--- src/rtl/cpkt_pkg.sv ---
`timescale 1ns/1ps
package cpkt_pkg;
    localparam int DW     = 64;
    localparam int KW     = DW / 8;
    localparam int SEQ_W  = 12;
    localparam int LEN_W  = 16;
    localparam int SID_W  = 32;
    localparam int BEAT_W = LEN_W - 3;
    localparam int HDR_BYTES = KW;

    typedef struct packed {
        logic [1:0]       kind;
        logic             has_ts;
        logic             eob;
        logic [SEQ_W-1:0] seq;
        logic [LEN_W-1:0] len;
        logic [SID_W-1:0] sid;
    } hdr_t;

    typedef enum logic [2:0] {
        CLS_DATA     = 3'd0,
        CLS_DATA_EOB = 3'd1,
        CLS_FLOW     = 3'd2,
        CLS_CMD      = 3'd3,
        CLS_RESP     = 3'd4,
        CLS_RESP_ERR = 3'd5,
        CLS_BAD      = 3'd7
    } pkt_class_e;

    typedef enum logic [1:0] {
        ST_HDR = 2'd0,
        ST_TS  = 2'd1,
        ST_PAY = 2'd2
    } beat_st_e;

    function automatic pkt_class_e classify(input logic [1:0] kind, input logic eob);
        case ({kind, eob})
            3'b000:  return CLS_DATA;
            3'b001:  return CLS_DATA_EOB;
            3'b010:  return CLS_FLOW;
            3'b100:  return CLS_CMD;
            3'b110:  return CLS_RESP;
            3'b111:  return CLS_RESP_ERR;
            default: return CLS_BAD;
        endcase
    endfunction

    function automatic logic [KW-1:0] tail_keep(input logic [2:0] rem_bytes);
        logic [KW-1:0] m;
        m = '0;
        for (int i = 0; i < KW; i++) begin
            if (i < int'(rem_bytes)) m[i] = 1'b1;
        end
        if (rem_bytes == 3'd0) m = '1;
        return m;
    endfunction
endpackage

--- src/rtl/cpkt_hdr_decode.sv ---
`timescale 1ns/1ps
module cpkt_hdr_decode
    import cpkt_pkg::*;
(
    input  logic [DW-1:0]     word,
    output hdr_t              hdr,
    output pkt_class_e        cls,
    output logic [BEAT_W-1:0] pay_beats,
    output logic [KW-1:0]     pay_tail
);
    logic [LEN_W-1:0] ovh;
    logic [LEN_W-1:0] pay_bytes;

    assign hdr = hdr_t'(word);
    assign cls = classify(hdr.kind, hdr.eob);

    // header word, plus the timestamp word when flagged
    assign ovh       = hdr.has_ts ? LEN_W'(2 * HDR_BYTES) : LEN_W'(HDR_BYTES);
    assign pay_bytes = (hdr.len > ovh) ? (hdr.len - ovh) : '0;
    assign pay_beats = pay_bytes[LEN_W-1:3] + BEAT_W'(|pay_bytes[2:0]);
    assign pay_tail  = tail_keep(pay_bytes[2:0]);
endmodule

--- src/rtl/cpkt_seq_track.sv ---
`timescale 1ns/1ps
module cpkt_seq_track
    import cpkt_pkg::*;
#(
    parameter int SW = SEQ_W
) (
    input  logic          clk,
    input  logic          rst,
    input  logic          hdr_fire,
    input  logic [SW-1:0] seq_in,
    output logic          err_seq
);
    logic [SW-1:0] exp_q;

    assign err_seq = hdr_fire && (seq_in != exp_q);

    always_ff @(posedge clk) begin
        if (rst)           exp_q <= '0;
        else if (hdr_fire) exp_q <= seq_in + SW'(1);
    end

    AST_SEQ_RESYNC: assert property (@(posedge clk) disable iff (rst)
        hdr_fire |=> exp_q == SW'($past(seq_in) + SW'(1)));
    AST_SEQ_HOLD: assert property (@(posedge clk) disable iff (rst)
        !hdr_fire |=> $stable(exp_q));
endmodule

--- src/rtl/cpkt_beat_ctrl.sv ---
`timescale 1ns/1ps
module cpkt_beat_ctrl
    import cpkt_pkg::*;
(
    input  logic              clk,
    input  logic              rst,
    input  logic              s_tvalid,
    input  logic              s_tlast,
    input  logic              m_tready,
    input  logic              pkt_has_ts,
    input  logic [BEAT_W-1:0] pkt_beats,
    input  logic [KW-1:0]     pkt_tail,
    output logic              s_tready,
    output logic              m_tvalid,
    output logic [KW-1:0]     m_tkeep,
    output logic              hdr_fire,
    output logic              ts_fire,
    output logic              err_len
);
    beat_st_e          st;
    logic [BEAT_W-1:0] rem;
    logic [KW-1:0]     tail_q;
    logic              in_pay;
    logic              pay_fire;
    logic              fire;

    assign in_pay   = (st == ST_PAY);
    assign s_tready = in_pay ? m_tready : 1'b1;
    assign fire     = s_tvalid && s_tready;
    assign hdr_fire = fire && (st == ST_HDR);
    assign ts_fire  = fire && (st == ST_TS);
    assign pay_fire = fire && in_pay;
    assign m_tvalid = s_tvalid && in_pay;
    assign m_tkeep  = (rem == BEAT_W'(1)) ? tail_q : '1;

    assign err_len = s_tlast && (
        (hdr_fire && (pkt_has_ts || (pkt_beats != '0))) ||
        (ts_fire  && (rem != '0)) ||
        (pay_fire && (rem != BEAT_W'(1))));

    always_ff @(posedge clk) begin
        if (rst) begin
            st     <= ST_HDR;
            rem    <= '0;
            tail_q <= '1;
        end else if (hdr_fire) begin
            rem    <= pkt_beats;
            tail_q <= pkt_tail;
            if (s_tlast)         st <= ST_HDR;
            else if (pkt_has_ts) st <= ST_TS;
            else                 st <= ST_PAY;
        end else if (ts_fire) begin
            st <= s_tlast ? ST_HDR : ST_PAY;
        end else if (pay_fire) begin
            if (rem != '0) rem <= rem - BEAT_W'(1);
            if (s_tlast)   st  <= ST_HDR;
        end
    end

    AST_LAST_TO_HDR: assert property (@(posedge clk) disable iff (rst)
        (fire && s_tlast) |=> st == ST_HDR);
    AST_REM_STEP: assert property (@(posedge clk) disable iff (rst)
        (pay_fire && !s_tlast && rem != '0) |=> rem == $past(rem) - BEAT_W'(1));
    AST_TS_FOLLOWS_HDR: assert property (@(posedge clk) disable iff (rst)
        (hdr_fire && pkt_has_ts && !s_tlast) |=> st == ST_TS);
endmodule

--- src/rtl/cpkt_deframer.sv ---
`timescale 1ns/1ps
module cpkt_deframer
    import cpkt_pkg::*;
(
    input  logic             clk,
    input  logic             rst,
    input  logic             s_tvalid,
    output logic             s_tready,
    input  logic [DW-1:0]    s_tdata,
    input  logic             s_tlast,
    output logic             m_tvalid,
    input  logic             m_tready,
    output logic [DW-1:0]    m_tdata,
    output logic [KW-1:0]    m_tkeep,
    output logic             m_tlast,
    output logic             hdr_valid,
    output logic [2:0]       hdr_class,
    output logic [1:0]       hdr_kind,
    output logic             hdr_has_ts,
    output logic             hdr_eob,
    output logic [SEQ_W-1:0] hdr_seq,
    output logic [LEN_W-1:0] hdr_len,
    output logic [SID_W-1:0] hdr_sid,
    output logic             ts_valid,
    output logic [DW-1:0]    ts_value,
    output logic             err_seq,
    output logic             err_type,
    output logic             err_len
);
    hdr_t              hdr;
    pkt_class_e        cls;
    logic [BEAT_W-1:0] pay_beats;
    logic [KW-1:0]     pay_tail;
    logic              hdr_fire;
    logic              ts_fire;

    cpkt_hdr_decode u_dec (
        .word      (s_tdata),
        .hdr       (hdr),
        .cls       (cls),
        .pay_beats (pay_beats),
        .pay_tail  (pay_tail)
    );

    cpkt_beat_ctrl u_ctrl (
        .clk        (clk),
        .rst        (rst),
        .s_tvalid   (s_tvalid),
        .s_tlast    (s_tlast),
        .m_tready   (m_tready),
        .pkt_has_ts (hdr.has_ts),
        .pkt_beats  (pay_beats),
        .pkt_tail   (pay_tail),
        .s_tready   (s_tready),
        .m_tvalid   (m_tvalid),
        .m_tkeep    (m_tkeep),
        .hdr_fire   (hdr_fire),
        .ts_fire    (ts_fire),
        .err_len    (err_len)
    );

    cpkt_seq_track #(.SW(SEQ_W)) u_seq (
        .clk      (clk),
        .rst      (rst),
        .hdr_fire (hdr_fire),
        .seq_in   (hdr.seq),
        .err_seq  (err_seq)
    );

    assign m_tdata    = s_tdata;
    assign m_tlast    = s_tlast;
    assign hdr_valid  = hdr_fire;
    assign hdr_class  = cls;
    assign hdr_kind   = hdr.kind;
    assign hdr_has_ts = hdr.has_ts;
    assign hdr_eob    = hdr.eob;
    assign hdr_seq    = hdr.seq;
    assign hdr_len    = hdr.len;
    assign hdr_sid    = hdr.sid;
    assign ts_valid   = ts_fire;
    assign ts_value   = s_tdata;
    assign err_type   = hdr_fire && (cls == CLS_BAD);

    AST_STALL_BLOCKS: assert property (@(posedge clk) disable iff (rst)
        (m_tvalid && !m_tready) |-> !s_tready);
    AST_KEEP_CONTIG: assert property (@(posedge clk) disable iff (rst)
        m_tvalid |-> (m_tkeep != '0) && ((m_tkeep & (m_tkeep + KW'(1))) == '0));
    AST_HDR_NOT_OUT: assert property (@(posedge clk) disable iff (rst)
        hdr_valid |-> !m_tvalid && !ts_valid);
    AST_TYPE_ON_HDR: assert property (@(posedge clk) disable iff (rst)
        err_type |-> hdr_valid);
endmodule

--- config.mk ---
export PLATFORM = sky130hd
export DESIGN_NAME = cpkt_deframer
export DESIGN_NICKNAME = d
export VERILOG_FILES = /design/src/rtl/cpkt_pkg.sv /design/src/rtl/cpkt_hdr_decode.sv /design/src/rtl/cpkt_seq_track.sv /design/src/rtl/cpkt_beat_ctrl.sv /design/src/rtl/cpkt_deframer.sv
export SDC_FILE = /design/constraint.sdc
export NUM_CORES = 1
export LEC_CHECK = 0
export ABC_CLOCK_PERIOD_IN_PS = 6500
export BUFFER_PORTS_ARGS = -buffer_cell sky130_fd_sc_hd__clkbuf_2
export CAP_MARGIN = 10
export CORE_ASPECT_RATIO = 0.7
export CORE_MARGIN = 2
export CORE_UTILIZATION = 29
export CTS_BUF_LIST = sky130_fd_sc_hd__clkbuf_4 sky130_fd_sc_hd__clkbuf_8
export DETAILED_ROUTE_END_ITERATION = 8
export PLACE_DENSITY = 0.59
export REMOVE_ABC_BUFFERS = 1
export SETUP_SLACK_MARGIN = 0.2
export SLEW_MARGIN = 15
export SYNTH_ARGS = -nofsm -noshare
export SYNTH_HDL_FRONTEND = slang
export SYNTH_SLANG_ARGS = --single-unit
--- constraint.sdc ---
create_clock -name clk -period 6.5 [get_ports clk]
set_clock_uncertainty 0.05 [all_clocks]
set_input_delay 0.975 -clock clk [delete_from_list [all_inputs] [get_ports clk]]
set_output_delay 0.975 -clock clk [all_outputs]
set_load 0.05 [all_outputs]
== Word-level counts from Yosys, hierarchy flattened ==
Cells that the tools add are included.
Storage, ports and cells
  input bits: 69
  register bits: 35
  output and inout port bits: 211
Cells by class
  eq/ne operators: 12
  order comparisons: 8
  multiplexer cells: 24
  reduce and logical (&&, ||, !) cells: 26
  $add $sub $neg: 4
Operator list (count)
  13-bit 2-to-1 mux: 4
  13-bit nonzero test: 2
  3-bit case mux with 6 select lines: 1
  16-bit greater-than comparator: 1
  16-bit 2-to-1 mux: 1
  8-bit 2-to-1 mux: 2
  16-bit subtractor: 1
  2-bit 2-to-1 mux: 7
  13-bit by 1-bit adder with 13-bit output: 1
  13-bit by 1-bit equality test with 1-bit output, second input constant: 1
  13-bit by 1-bit != test with 1-bit output, second input constant: 1
  13-bit by 1-bit subtractor with 13-bit output, second input constant: 1
  12-bit by 1-bit adder with 12-bit output, second input constant: 1
  3-bit equality test, second input constant: 4
  12-bit != test: 1
  1-bit logical AND: 11
  3-bit less-than comparator, first input constant: 3
  1-bit 2-to-1 mux: 8
  3-bit zero test: 2
  1-bit by 3-bit less-than comparator with 1-bit output, first input constant: 2
  2-bit by 3-bit less-than comparator with 1-bit output, first input constant: 2
  3-bit nonzero test: 2
  5-bit 2-to-1 mux: 1
  2-bit nonzero test: 2
  other kinds (10): 12

== Longest topological paths before layout ==
Gate-level depths: netlist (run 1).
  depth in word-level cells: 11
  mapped depth: 18
  mapped depth without buffers: 16

== By module ==
A second synthesis (run 1) with hierarchy kept.
Second synthesis, totals
  cell total of the unflattened synthesis: 586
  area total of the unflattened synthesis: 4503.1 µm²
By module, submodules not included
  cpkt_beat_ctrl: cells an instance 174, times used 1, area each 1406.3 µm²
  cpkt_hdr_decode: cells an instance 197, times used 1, area each 1343.8 µm²
  cpkt_deframer: cells an instance 130, times used 1, area each 977.2 µm²
  cpkt_seq_track: cells an instance 85, times used 1, area each 775.7 µm²

== Worst setup path before layout (run 1) ==
Ideal clock, no wire load.
  path kind: input -> output
  start: input s_tdata[44]
  end: output err_len
  slack: 0.760 ns
  stages on the path: 15
  path buffers: 2
  required time: 5.475 ns
  data arrival time: 4.715 ns
  cell sequence: or3_1 > or3_4 > a2111oi_4 > buf_2 > nor2_1 > ha_1 > ha_1 > clkbuf_1 > o31ai_1 > a31oi_1 > xor2_1 > a31oi_1 > o21a_1 > nor2_1 > a31oi_1
Between the ends
  longest elaborated chain between the ends: 10
  elaborated cells on any way between the ends: 11
  those cells by class: add/sub (2); order compare (1); mux (1); reduce/logical (7)
Ends and longest elaborated chain
  from (decl): RTL line cpkt_deframer.sv:9  | input logic [DW-1:0] s_tdata,
  16-bit greater-than comparator: RTL line cpkt_hdr_decode.sv:19  | assign pay_bytes = (hdr.len > ovh) ? (hdr.len - ovh) : '0;
  16-bit 2-to-1 mux (*): RTL line cpkt_hdr_decode.sv:19
  3-bit OR reduction: RTL line cpkt_hdr_decode.sv:20  | assign pay_beats = pay_bytes[LEN_W-1:3] + BEAT_W'(|pay_bytes[2:0]);
  13-bit by 1-bit adder with 13-bit output (*): RTL line cpkt_hdr_decode.sv:20
  13-bit nonzero test (*): RTL line cpkt_beat_ctrl.sv:37  | (hdr_fire && (pkt_has_ts || (pkt_beats != '0))) ||
  1-bit logical OR (*): RTL line cpkt_beat_ctrl.sv:37
  1-bit logical AND (*): RTL line cpkt_beat_ctrl.sv:37
  1-bit logical OR (*): RTL line cpkt_beat_ctrl.sv:37
  1-bit logical OR (*): RTL line cpkt_beat_ctrl.sv:38  | (ts_fire && (rem != '0)) ||
  1-bit logical AND (*): RTL line cpkt_beat_ctrl.sv:36  | assign err_len = s_tlast && (
  to (decl): RTL line cpkt_deframer.sv:28  | output logic err_len
Mark *: on every way between the ends. The rest lies on a longest branch, timed or not.

== Worst setup path after layout (run 1) ==
  start: input s_tdata[61]
  end: output err_len
Between the ends
  longest elaborated chain between the ends: 11
  elaborated cells on any way between the ends: 12
  those cells by class: add/sub (2); order compare (1); mux (2); reduce/logical (7)
Ends and longest elaborated chain
  5-bit 2-to-1 mux: RTL line cpkt_hdr_decode.sv:18  | assign ovh = hdr.has_ts ? LEN_W'(2 * HDR_BYTES) : LEN_W'(HDR_BYTES);
  16-bit greater-than comparator: RTL line cpkt_hdr_decode.sv:19
  16-bit 2-to-1 mux: RTL line cpkt_hdr_decode.sv:19
  3-bit OR reduction: RTL line cpkt_hdr_decode.sv:20
  13-bit by 1-bit adder with 13-bit output: RTL line cpkt_hdr_decode.sv:20
  13-bit nonzero test: RTL line cpkt_beat_ctrl.sv:37
  1-bit logical OR (*): RTL line cpkt_beat_ctrl.sv:37
  1-bit logical AND (*): RTL line cpkt_beat_ctrl.sv:37
  1-bit logical OR (*): RTL line cpkt_beat_ctrl.sv:37
  1-bit logical OR (*): RTL line cpkt_beat_ctrl.sv:38
  1-bit logical AND (*): RTL line cpkt_beat_ctrl.sv:36
Marked as above.

==> reports/metrics.cfg, run 1 <==
[global_routing]
grt_max_degree = 34
grt_first_pass_wirelength_um = 18100
grt_overflow = 0
use_met3_pct = 12.5
track_usage_pct = 15.6
grt_antenna_before_repair = 0
grtUsageMet1_pct = 23.6
grt-busiest-layer = met1
grt_pass1_vias = 2721
use_met2_pct = 15.2

[logic_synthesis]
synth-main-ff-cell = dfxtp_1
synth_edf_count = 0
synth.avg_cell_area_sq_um = 7.64
syn_inst = 548
netlist_area_sq_um = 4190
async_reset_ff_share_pct = 0
yosys_warnings = 0
ys_seq_area_share_pct = 16.7
synth_cell_types = 57
synth_seq_cells = 35

[clock_network]
clk_latency_ns = 0.29
clockBufferDepth = 2
clockRootBuffer = clkbuf_8
cts_made_buffers = 5
htreeDepth = 2
clkTransAtPathRegs_ns = 0.09
holdBufCountCts = 0
postCtsSetupBuffers = 0
clock-sinks = 35
cts_tree = yes
cts_resized = 0

[critical_path]
rrSetupSlack_ns = 3.70
cp_slowest_cell = a2111o_1
startpoint_type = input port
worstPathMaxFanout = 7
critPathKind = input port to primary output
crit_required_ns = 5.47
critPathBufInv = 3
path_cells = clkbuf_2 > inv_1 > ha_1 > nor2_1 > nand3_1 > a2111o_1 > and2_1 > ha_1 > o31ai_1 > mux2i_1 > nor3_1 > a21o_1 > a2111oi_2 > a31oi_1 > clkbuf_2
max_stage_delay_ns = 0.58
endpoint_kind = primary output
crit_family = compound AO/OA/AOI/OAI gates
cp.arrival_ns = 4.57

[drt]
antenna_left = 0
vias = 3292
viasPerCell = 4.74
wl_per_cell_um = 18.2
drc = 0
drt_iter0_drc = 306
wirelength_um = 12600
first_pass_iters = 5

[cells_and_area]
area_growth_pct = -9.17
nets = 580
n_fill_cell = 1543
design_area_sq_um = 3800
layout_common_cells = 151 x clkbuf_2, 46 x nor2_1, 35 x xnor2_1, 35 x dfxtp_1, 23 x nand2_1
antennaDiodeCount = 0
mostFrequentLayoutCell = clkbuf_2
drive_gt1_share_pct = 36.3

[sta]
tightest_slew_ns = 0.784
max_freq_ghz = 0.179
finalSetupViolations = 0
slew_viol_final = 0
post-route-period-util_pct = 86.0
period_minus_slack_ns = 5.59
tns_ns = 0
slew_headroom_pct = 47.3
rsz0062_at_grt = no
holdWs_ns = 0.390
fin_ws_ns = 0.907
finalHoldViolations = 0

[die]
core_area_sq_um = 14000
die_w_um = 148
dieArea_sq_um = 15400
rows = 36
die_y_um = 105
io_pins = 280
start_util_pct = 29.9

[place]
portBuffers = 151
dpl_cell_area_sq_um = 3710
gp_congestion = 0.817
pre_cts_ws_ns = 0.923
dp_hpwl_um = 10300

[power]
p_leak_nw = 1.65
irDropWorstVdd_uv = 50.6
powerDensity_nw_per_um2 = 193

[outcome]
status = finished, final reports clean

[hold_path]
hold_class = flop to flop

[job]
cap_violations = 0

==> worst register-to-register path, stage by stage, from the launching register on <==
cell	delay [ns]
dfxtp_1	0.43
inv_1	0.07
ha_1	0.21
and2_1	0.17
and4bb_1	0.24
nor2b_1	0.55
nand2_1	0.27
or3_1	0.37
xor2_1	0.15
a211oi_1	0.22
==> final timing paths <==
path / startpoint / endpoint / cells after the start
setup / recovery: s_tdata[61] / err_len / 15
hold / removal: u_ctrl.tail_q[7] / u_ctrl.tail_q[7] / 2
setup reg to reg: u_ctrl.rem[0] / u_ctrl.rem[10] / 9
hold reg to reg: u_ctrl.tail_q[7] / u_ctrl.tail_q[7] / 2
==> cell usage after synthesis, types with 3 or more instances <==
cell type	instances	area share, %
a211oi_1	18	3.2
nand2_1	23	2.1
buf_2	3	0.36
o211ai_1	3	0.54
o21ai_0	6	0.72
xor2_1	14	2.9
mux2i_1	3	0.72
xnor2_1	35	7.3
nor3_1	15	1.8
nor4_1	8	1.2
and2_1	3	0.45
a21oi_1	12	1.4
nor2b_1	9	1.3
and3_1	9	1.3
clkbuf_1	11	0.99
or2_2	11	1.6
inv_1	10	0.90
nand3_1	14	1.7
nand4_1	7	1.0
or3_1	7	1.0
dfxtp_1	35	17
nand2b_1	6	0.90
buf_4	193	35
ha_1	7	2.1
a31oi_1	4	0.60
nor2_1	46	4.1
==> state kept, by name (all words and copies together) (netlist names) <==
register / flops
u_ctrl.tail_q: 8
u_ctrl.st: 2
u_seq.exp_q: 12
u_ctrl.rem: 13
==> metrics by stage <==
step	power, mW	util, %	instances
2_1_floorplan	0.365	-	340
3_3_place_gp	0.576	26.5	686
3_5_place_dp	0.575	26.5	686
4_1_cts	0.747	27.2	694
5_1_grt	0.781	27.2	694
6_report	0.734	27.2	694
==> layout make-up <==
class                      instances  area (sq um)  area share (%)
clock buffer                       5          68.8            1.81
clock inverter                     3          25.0           0.658
inverter                          10          37.5           0.987
multi-input combinational        295          1940            51.0
sequential                        35           701            18.4
tap                              190           238            6.25
timing repair buffer             156           793            20.9
==> kinds of logic after synthesis <==
logic type	after synthesis	share of synthesized area, %
compound gates	65	11.5
xor+xnor	49	10.2
fa+ha+maj	9	2.81
buf+inv	218	36.9
flops	35	16.7
mux	4	0.986
simple gates	168	20.8
==> report_power, final <==
| group | switching (mW) | internal, mW |
|---|---|---|
| combinational | 0.237 | 0.0876 |
| sequential | 0.0142 | 0.232 |
| clock | 0.0864 | 0.0766 |
==> metal layers <==
layer | vias to the layer above | part of all wire, %
li1 | 1571 | -
met1 | 1474 | 50
met2 | 237 | 31
met3 | 6 | 18
met4 | 4 | 0.35
met5 | - | 0.68
(Power assumes the default switching activity.)
==> run 2, diff against run 1 <==
- ABC_CLOCK_PERIOD_IN_PS: 6500 -> 5100
- CORE_MARGIN: 2 -> 5
- PLACE_DENSITY: 0.59 -> 0.61
- clock period: 6.5 -> 5.1 ns (I/O delays scaled with it)
==> run 2 against run 1 <==
  * Final cell count is 2.0% higher
  * Critical path depth is 1 lower
  * Count of clock-buffer cells in the layout is 1 higher
==> reports/metrics.cfg, run 2 (synthesis gave the netlist of run 1 again) <==
[sta]
fin_ws_ns = 0.374  ; was 0.907 ns
post-route-period-util_pct = 92.7
tightest_slew_ns = 0.717  ; was 0.784 ns
max_freq_ghz = 0.212
tns_ns = 0  ; unchanged
finalSetupViolations = 0  ; unchanged
rsz0062_at_grt = no  ; unchanged
finalHoldViolations = 0  ; unchanged
slew_headroom_pct = 52.2  ; was 47.3%
period_minus_slack_ns = 4.73
slew_viol_final = 0  ; unchanged

[critical_path]
path_cells = clkbuf_2 > inv_2 > ha_1 > inv_1 > fa_1 > or4_4 > or3_1 > xor2_1 > a211oi_2 > nand3_1 > xnor2_2 > a21oi_1 > a31oi_1 > buf_4  ; was clkbuf_2 > inv_1 > ha_1 > nor2_1 > nand3_1 > a2111o_1 > and2_1 > ha_1 > o31ai_1 > mux2i_1 > nor3_1 > a21o_1 > a2111oi_2 > a31oi_1 > clkbuf_2
endpoint_kind = primary output  ; unchanged
crit_required_ns = 4.28  ; was 5.47 ns
critPathKind = input port to primary output  ; unchanged
cp.arrival_ns = 3.91  ; was 4.57 ns
startpoint_type = input port  ; unchanged
max_stage_delay_ns = 0.60  ; was 0.58 ns
worstPathMaxFanout = 5  ; was 7
cp_slowest_cell = or4_4  ; was a2111o_1

[cells_and_area]
largest-register = u_ctrl.rem  ; unchanged
drive_gt1_share_pct = 39.8  ; was 36.3%
design_area_sq_um = 3980  ; was 3800 sq um
nets = 594  ; was 580
antennaDiodeCount = 0  ; unchanged
largestRegisters = u_ctrl.rem x13, u_seq.exp_q x12, u_ctrl.tail_q x8  ; unchanged
largest_reg_flops = 13  ; unchanged
n_fill_cell = 1543  ; unchanged
mostFrequentLayoutCell = clkbuf_2  ; unchanged
layout_common_cells = 150 x clkbuf_2, 46 x nor2_1, 35 x dfxtp_1  ; was 151 x clkbuf_2, 46 x nor2_1, 35 x xnor2_1, 35 x dfxtp_1, 23 x nand2_1
area_growth_pct = -4.87  ; was -9.17%

[drt]
drt_iter0_drc = 165  ; was 306
viasPerCell = 4.61  ; was 4.74
wirelength_um = 13100  ; was 12600 um
wl_met2_um = 4450  ; was 3880 um
first_pass_iters = 5  ; unchanged
wl_met3_um = 2400  ; was 2260 um
top_layer_used = met5  ; unchanged
wl_met1_um = 5940  ; was 6370 um
drc = 0  ; unchanged
antenna_left = 0  ; unchanged
vias = 3265  ; was 3292
wl_per_cell_um = 18.4  ; was 18.2 um

[power]
p_clk_share_pct = 25.9  ; was 22.2%
powerDensity_nw_per_um2 = 251  ; was 193 nW/um^2
p_leak_nw = 1.74  ; was 1.65 nW
swShare_pct = 42.5  ; was 46.0%
power_switching_uw = 425  ; was 338 uW
irDropWorstVdd_uv = 71.3  ; was 50.6 uV
pwr-share-comb_pct = 42.6  ; was 44.2%
total_power_uw = 998  ; was 734 uW
seqPwrFrac_pct = 31.4  ; was 33.6%
intPower_uw = 574  ; was 397 uW

[die]
io_pins = 280  ; unchanged
dieArea_sq_um = 17000  ; was 15400 sq um
die_y_um = 111  ; was 105 um
die_w_um = 154  ; was 148 um
start_util_pct = 29.8  ; was 29.9%
core_area_sq_um = 14100  ; was 14000 sq um
rows = 36  ; unchanged

[global_routing]
grt_first_pass_wirelength_um = 18900  ; was 18100 um
grt_max_degree = 34  ; unchanged
track_usage_pct = 14.3  ; was 15.6%
grt_overflow = 0  ; unchanged
grt_pass1_vias = 2971  ; was 2721
grt_antenna_before_repair = 0  ; unchanged

[clock_network]
clockRootBuffer = clkbuf_8  ; unchanged
clkTransAtPathRegs_ns = 0.08  ; was 0.09 ns
clk_latency_ns = 0.28  ; was 0.29 ns
htreeDepth = 2  ; unchanged
clockBufferDepth = 2  ; unchanged
cts_tree = yes  ; unchanged
clock-sinks = 35  ; unchanged
cts_made_buffers = 5  ; unchanged

[place]
portBuffers = 151  ; unchanged
pre_cts_ws_ns = 0.113  ; was 0.923 ns
dp_hpwl_um = 10700  ; was 10300 um
dpl_cell_area_sq_um = 3810  ; was 3710 sq um
gp_congestion = 0.838  ; was 0.817

[job]
cap_violations = 0  ; unchanged

[hold_path]
hold_class = flop to flop  ; unchanged

[outcome]
status = finished, final reports clean  ; unchanged

## run 2: cell type report
class	instances	area [sq um]	share of cell area, %
multi-input combinational	295	1990	49.9
timing repair buffer	170	901	22.6
sequential	35	701	17.6
tap	190	238	5.97
clock buffer	6	82.6	2.07
inverter	10	37.5	0.942
clock inverter	2	35.0	0.879
## run 2: through the flow
step	hold WS, ns	util [%]	cells
6_report	0.400	28.3	708
3_3_place_gp	0.372	27.1	699
2_1_floorplan	0.357	-	340
5_1_grt	0.430	28.3	708
3_5_place_dp	0.387	27.1	699
4_1_cts	0.400	28.0	707
## run 2: power groups by stage
stage / logic [mW] / clock network [mW] / registers, mW
after floorplan: 0.150 / 0 / 0.316
after global placement: 0.422 / 0 / 0.320
after detailed placement: 0.422 / 0 / 0.320
after CTS: 0.424 / 0.270 / 0.314
after global routing: 0.456 / 0.285 / 0.317
final: 0.425 / 0.259 / 0.314
## run 2: repair_timing
| action | CTS | global route |
|---|---|---|
| hold buffers | 0 | 0 |
| setup endpoints to repair | 1 | 1 |
| cloned | 0 | 0 |
| pin swaps | 1 | 6 |
| setup buffers | 0 | 1 |
| resized for setup | 2 | 10 |
## run 2: layer usage
| metal | global-route usage (%) | vias to the layer above |
|---|---|---|
| met5 | 9.82 | - |
| met4 | 2.41 | 4 |
| met3 | 11.6 | 15 |
| met2 | 16.0 | 203 |
| met1 | 19.6 | 1439 |
| li1 | - | 1604 |
## run 2: final timing paths
path                    startpoint                to  slack, ns  depth (start not counted)
setup / recovery       s_tdata[61]           err_len       0.37                         14
hold / removal    u_ctrl.tail_q[7]  u_ctrl.tail_q[7]       0.40                          2
setup reg to reg     u_ctrl.rem[0]     u_ctrl.rem[6]       2.35                          9
hold reg to reg   u_ctrl.tail_q[7]  u_ctrl.tail_q[7]       0.40                          2
## run 2: worst max-delay path, delay by kind of cell
family	cells	cell delay, ns
and+or+nand+nor	3	1.11
xor gates and xnor gates	2	0.46
AOI/OAI and AO/OA	3	0.55
buffers and inverters	4	0.47
adders and majority gates	2	0.56
==> run 3, diff against run 2 <==
--- a/constraint.sdc
+++ b/constraint.sdc
@@ -4,2 +4,2 @@
 set_output_delay 0.765 -clock clk [all_outputs]
-set_load 0.05 [all_outputs]
+set_load 0.005 [all_outputs]
==> run 3 against run 2 <==
  * Register-to-register slack barely moved
  * Critical path depth did not move
  * Fmax barely moved
  * Final cell count fell by 0.71%
  * Flip-flop and latch count did not move
  * Sequential power barely moved
  * Clock power barely moved
  * Core utilization fell by 0.56 points
  * Wire length fell by 1.8%
  * First-iteration DRC count rose by 27%
  * Critical endpoint unchanged
  * Highest routed layer unchanged
==> reports/metrics.cfg, run 3 (synthesis gave the netlist of run 1 again) <==
[global_routing]
use_met3_pct = 11.5  ; was 11.6%
grt_first_pass_wirelength_um = 18800  ; was 18900 um
grtUsageMet1_pct = 19.6  ; about the same
use_met2_pct = 15.1  ; was 16.0%
grt_overflow = 0  ; unchanged
grt_antenna_before_repair = 0  ; unchanged
grt_max_degree = 34  ; unchanged
grt-busiest-layer = met1  ; unchanged
track_usage_pct = 14.0  ; was 14.3%
grt_pass1_vias = 2938  ; was 2971

[sta]
period_minus_slack_ns = 4.72  ; was 4.73 ns
tns_ns = 0  ; unchanged
tightest_slew_ns = 0.736  ; was 0.717 ns
slew_viol_final = 0  ; unchanged
rsz0062_at_grt = no  ; unchanged
fin_ws_ns = 0.378  ; was 0.374 ns
slew_headroom_pct = 51.0  ; was 52.2%
post-route-period-util_pct = 92.6  ; was 92.7%
finalSetupViolations = 0  ; unchanged
max_freq_ghz = 0.212  ; about the same
finalHoldViolations = 0  ; unchanged

[outcome]
status = finished, final reports clean  ; unchanged

[cells_and_area]
finalNonFillerCells = 703  ; was 708
mostFrequentLayoutCell = clkbuf_2  ; unchanged
drive_gt1_share_pct = 38.0  ; was 39.8%
design_area_sq_um = 3910  ; was 3980 sq um
largest_reg_flops = 13  ; unchanged
final_util_pct = 27.8  ; was 28.3%
nets = 589  ; was 594
antennaDiodeCount = 0  ; unchanged
area_growth_pct = -6.75  ; was -4.87%
largestRegisters = u_ctrl.rem x13, u_seq.exp_q x12, u_ctrl.tail_q x8  ; unchanged
layout_common_cells = 151 x clkbuf_2, 46 x nor2_1, 35 x xnor2_1, 35 x dfxtp_1, 23 x nand2_1  ; was 150 x clkbuf_2, 46 x nor2_1, 35 x dfxtp_1
largest-register = u_ctrl.rem  ; unchanged

[place]
gp_congestion = 0.805  ; was 0.838
portBuffers = 151  ; unchanged
pre_cts_ws_ns = 0.287  ; was 0.113 ns
dp.cells = 695  ; was 699
dpl_cell_area_sq_um = 3780  ; was 3810 sq um
dp_hpwl_um = 10600  ; was 10700 um

[hold_path]
hold_class = flop to flop  ; unchanged

[clock_network]
cts_made_buffers = 5  ; unchanged
cts_tree = yes  ; unchanged
clock-sinks = 35  ; unchanged
htreeDepth = 2  ; unchanged
clkTransAtPathRegs_ns = 0.07  ; was 0.08 ns
clk_latency_ns = 0.28  ; about the same
clockRootBuffer = clkbuf_8  ; unchanged
postCtsSetupBuffers = 0  ; unchanged
clockBufferDepth = 2  ; unchanged

[critical_path]
startpoint_type = input port  ; unchanged
crit-reg2reg-capture = u_ctrl.rem[6]  ; unchanged
worstPathMaxFanout = 7  ; was 5
critPathKind = input port to primary output  ; unchanged
r2r_start = u_ctrl.rem[0]  ; unchanged
crit_path_start = s_tdata[61]  ; unchanged
endpoint_kind = primary output  ; unchanged
r2r_cells = 9  ; unchanged
crit_required_ns = 4.28  ; about the same
cp.arrival_ns = 3.91  ; about the same
endpoint = err_len  ; unchanged
rrSetupSlack_ns = 2.36  ; was 2.35 ns

[drt]
wirelength_um = 12800  ; was 13100 um
drc = 0  ; unchanged
drt_iter0_drc = 209  ; was 165
wl_per_cell_um = 18.2  ; was 18.4 um
antenna_left = 0  ; unchanged
vias = 3292  ; was 3265
viasPerCell = 4.68  ; was 4.61
first_pass_iters = 4  ; was 5

[die]
core_area_sq_um = 14100  ; unchanged
start_util_pct = 29.8  ; unchanged
io_pins = 280  ; unchanged
die_y_um = 111  ; unchanged
dieArea_sq_um = 17000  ; unchanged
die_w_um = 154  ; unchanged
rows = 36  ; unchanged

[power]
p_leak_nw = 1.71  ; was 1.74 nW
powerDensity_nw_per_um2 = 214  ; was 251 nW/um^2
irDropWorstVdd_uv = 102  ; was 71.3 uV

[job]
cap_violations = 0  ; unchanged

## run 3: cell types whose count changed in the layout (fill, tap and decap cells not counted), sizes merged
cell | previous run | this run
clkbuf | 156 | 157
buf | 20 | 14
## run 3: final cells by class
cell class,count,area [sq um]
flip-flops and latches,35,701
well taps,190,238
multi-input cells,295,1950
fillers,1536,10100
clock buffers,6,82.6
clock inverters,2,35.0
repair buffers,165,861
inverters,10,37.5
## run 3: worst min-delay path by stage
| stage | to | start | slack, ns | cells after the start |
|---|---|---|---|---|
| 2_1_floorplan | u_ctrl.tail_q[0] | u_ctrl.tail_q[0] | 0.36 | 1 |
| 3_3_place_gp | u_ctrl.tail_q[0] | u_ctrl.tail_q[0] | 0.38 | 1 |
| 3_5_place_dp | u_ctrl.tail_q[0] | u_ctrl.tail_q[0] | 0.38 | 1 |
| 4_1_cts | u_ctrl.tail_q[0] | u_ctrl.tail_q[0] | 0.40 | 1 |
| 5_1_grt | u_ctrl.tail_q[7] | u_ctrl.tail_q[7] | 0.42 | 2 |
| 6_report | u_ctrl.tail_q[0] | u_ctrl.tail_q[0] | 0.39 | 1 |
## run 3: what timing repair did
item / in CTS / in global routing
resized for setup: 0 / 3
hold buffers: 0 / 0
endpoints found under the setup margin: 0 / 1
## run 3: critical path: stages
cell and delay (ns):
clkbuf_2 0.09, inv_1 0.13, ha_1 0.18, inv_1 0.05, fa_2 0.41, or4_4 0.60
or3_1 0.36, xor2_1 0.19, a211oi_2 0.24, nand2_1 0.09, xnor2_1 0.35, a2111oi_2 0.09
a31oi_1 0.22, clkbuf_2 0.15
## run 3: report_power, final
part | total [mW] | switching [mW] | internal [mW]
combinational | 0.262 | 0.146 | 0.116
clock | 0.259 | 0.101 | 0.158
sequential | 0.314 | 0.0177 | 0.296
## run 3: per-stage QoR
stage | hold WS [ns] | power [mW]
floorplan | 0.357 | 0.447
global placement | 0.377 | 0.581
detailed placement | 0.378 | 0.582
CTS | 0.396 | 0.845
global route | 0.424 | 0.892
finish | 0.393 | 0.835
## run 3: metal layers
metal	part of all wire, %	routed length, um	vias to the layer above
met1	47	6070	1491
met5	1.4	184	-
met3	17	2170	10
met2	34	4320	197
li1	-	-	1588
met4	0.57	73	6
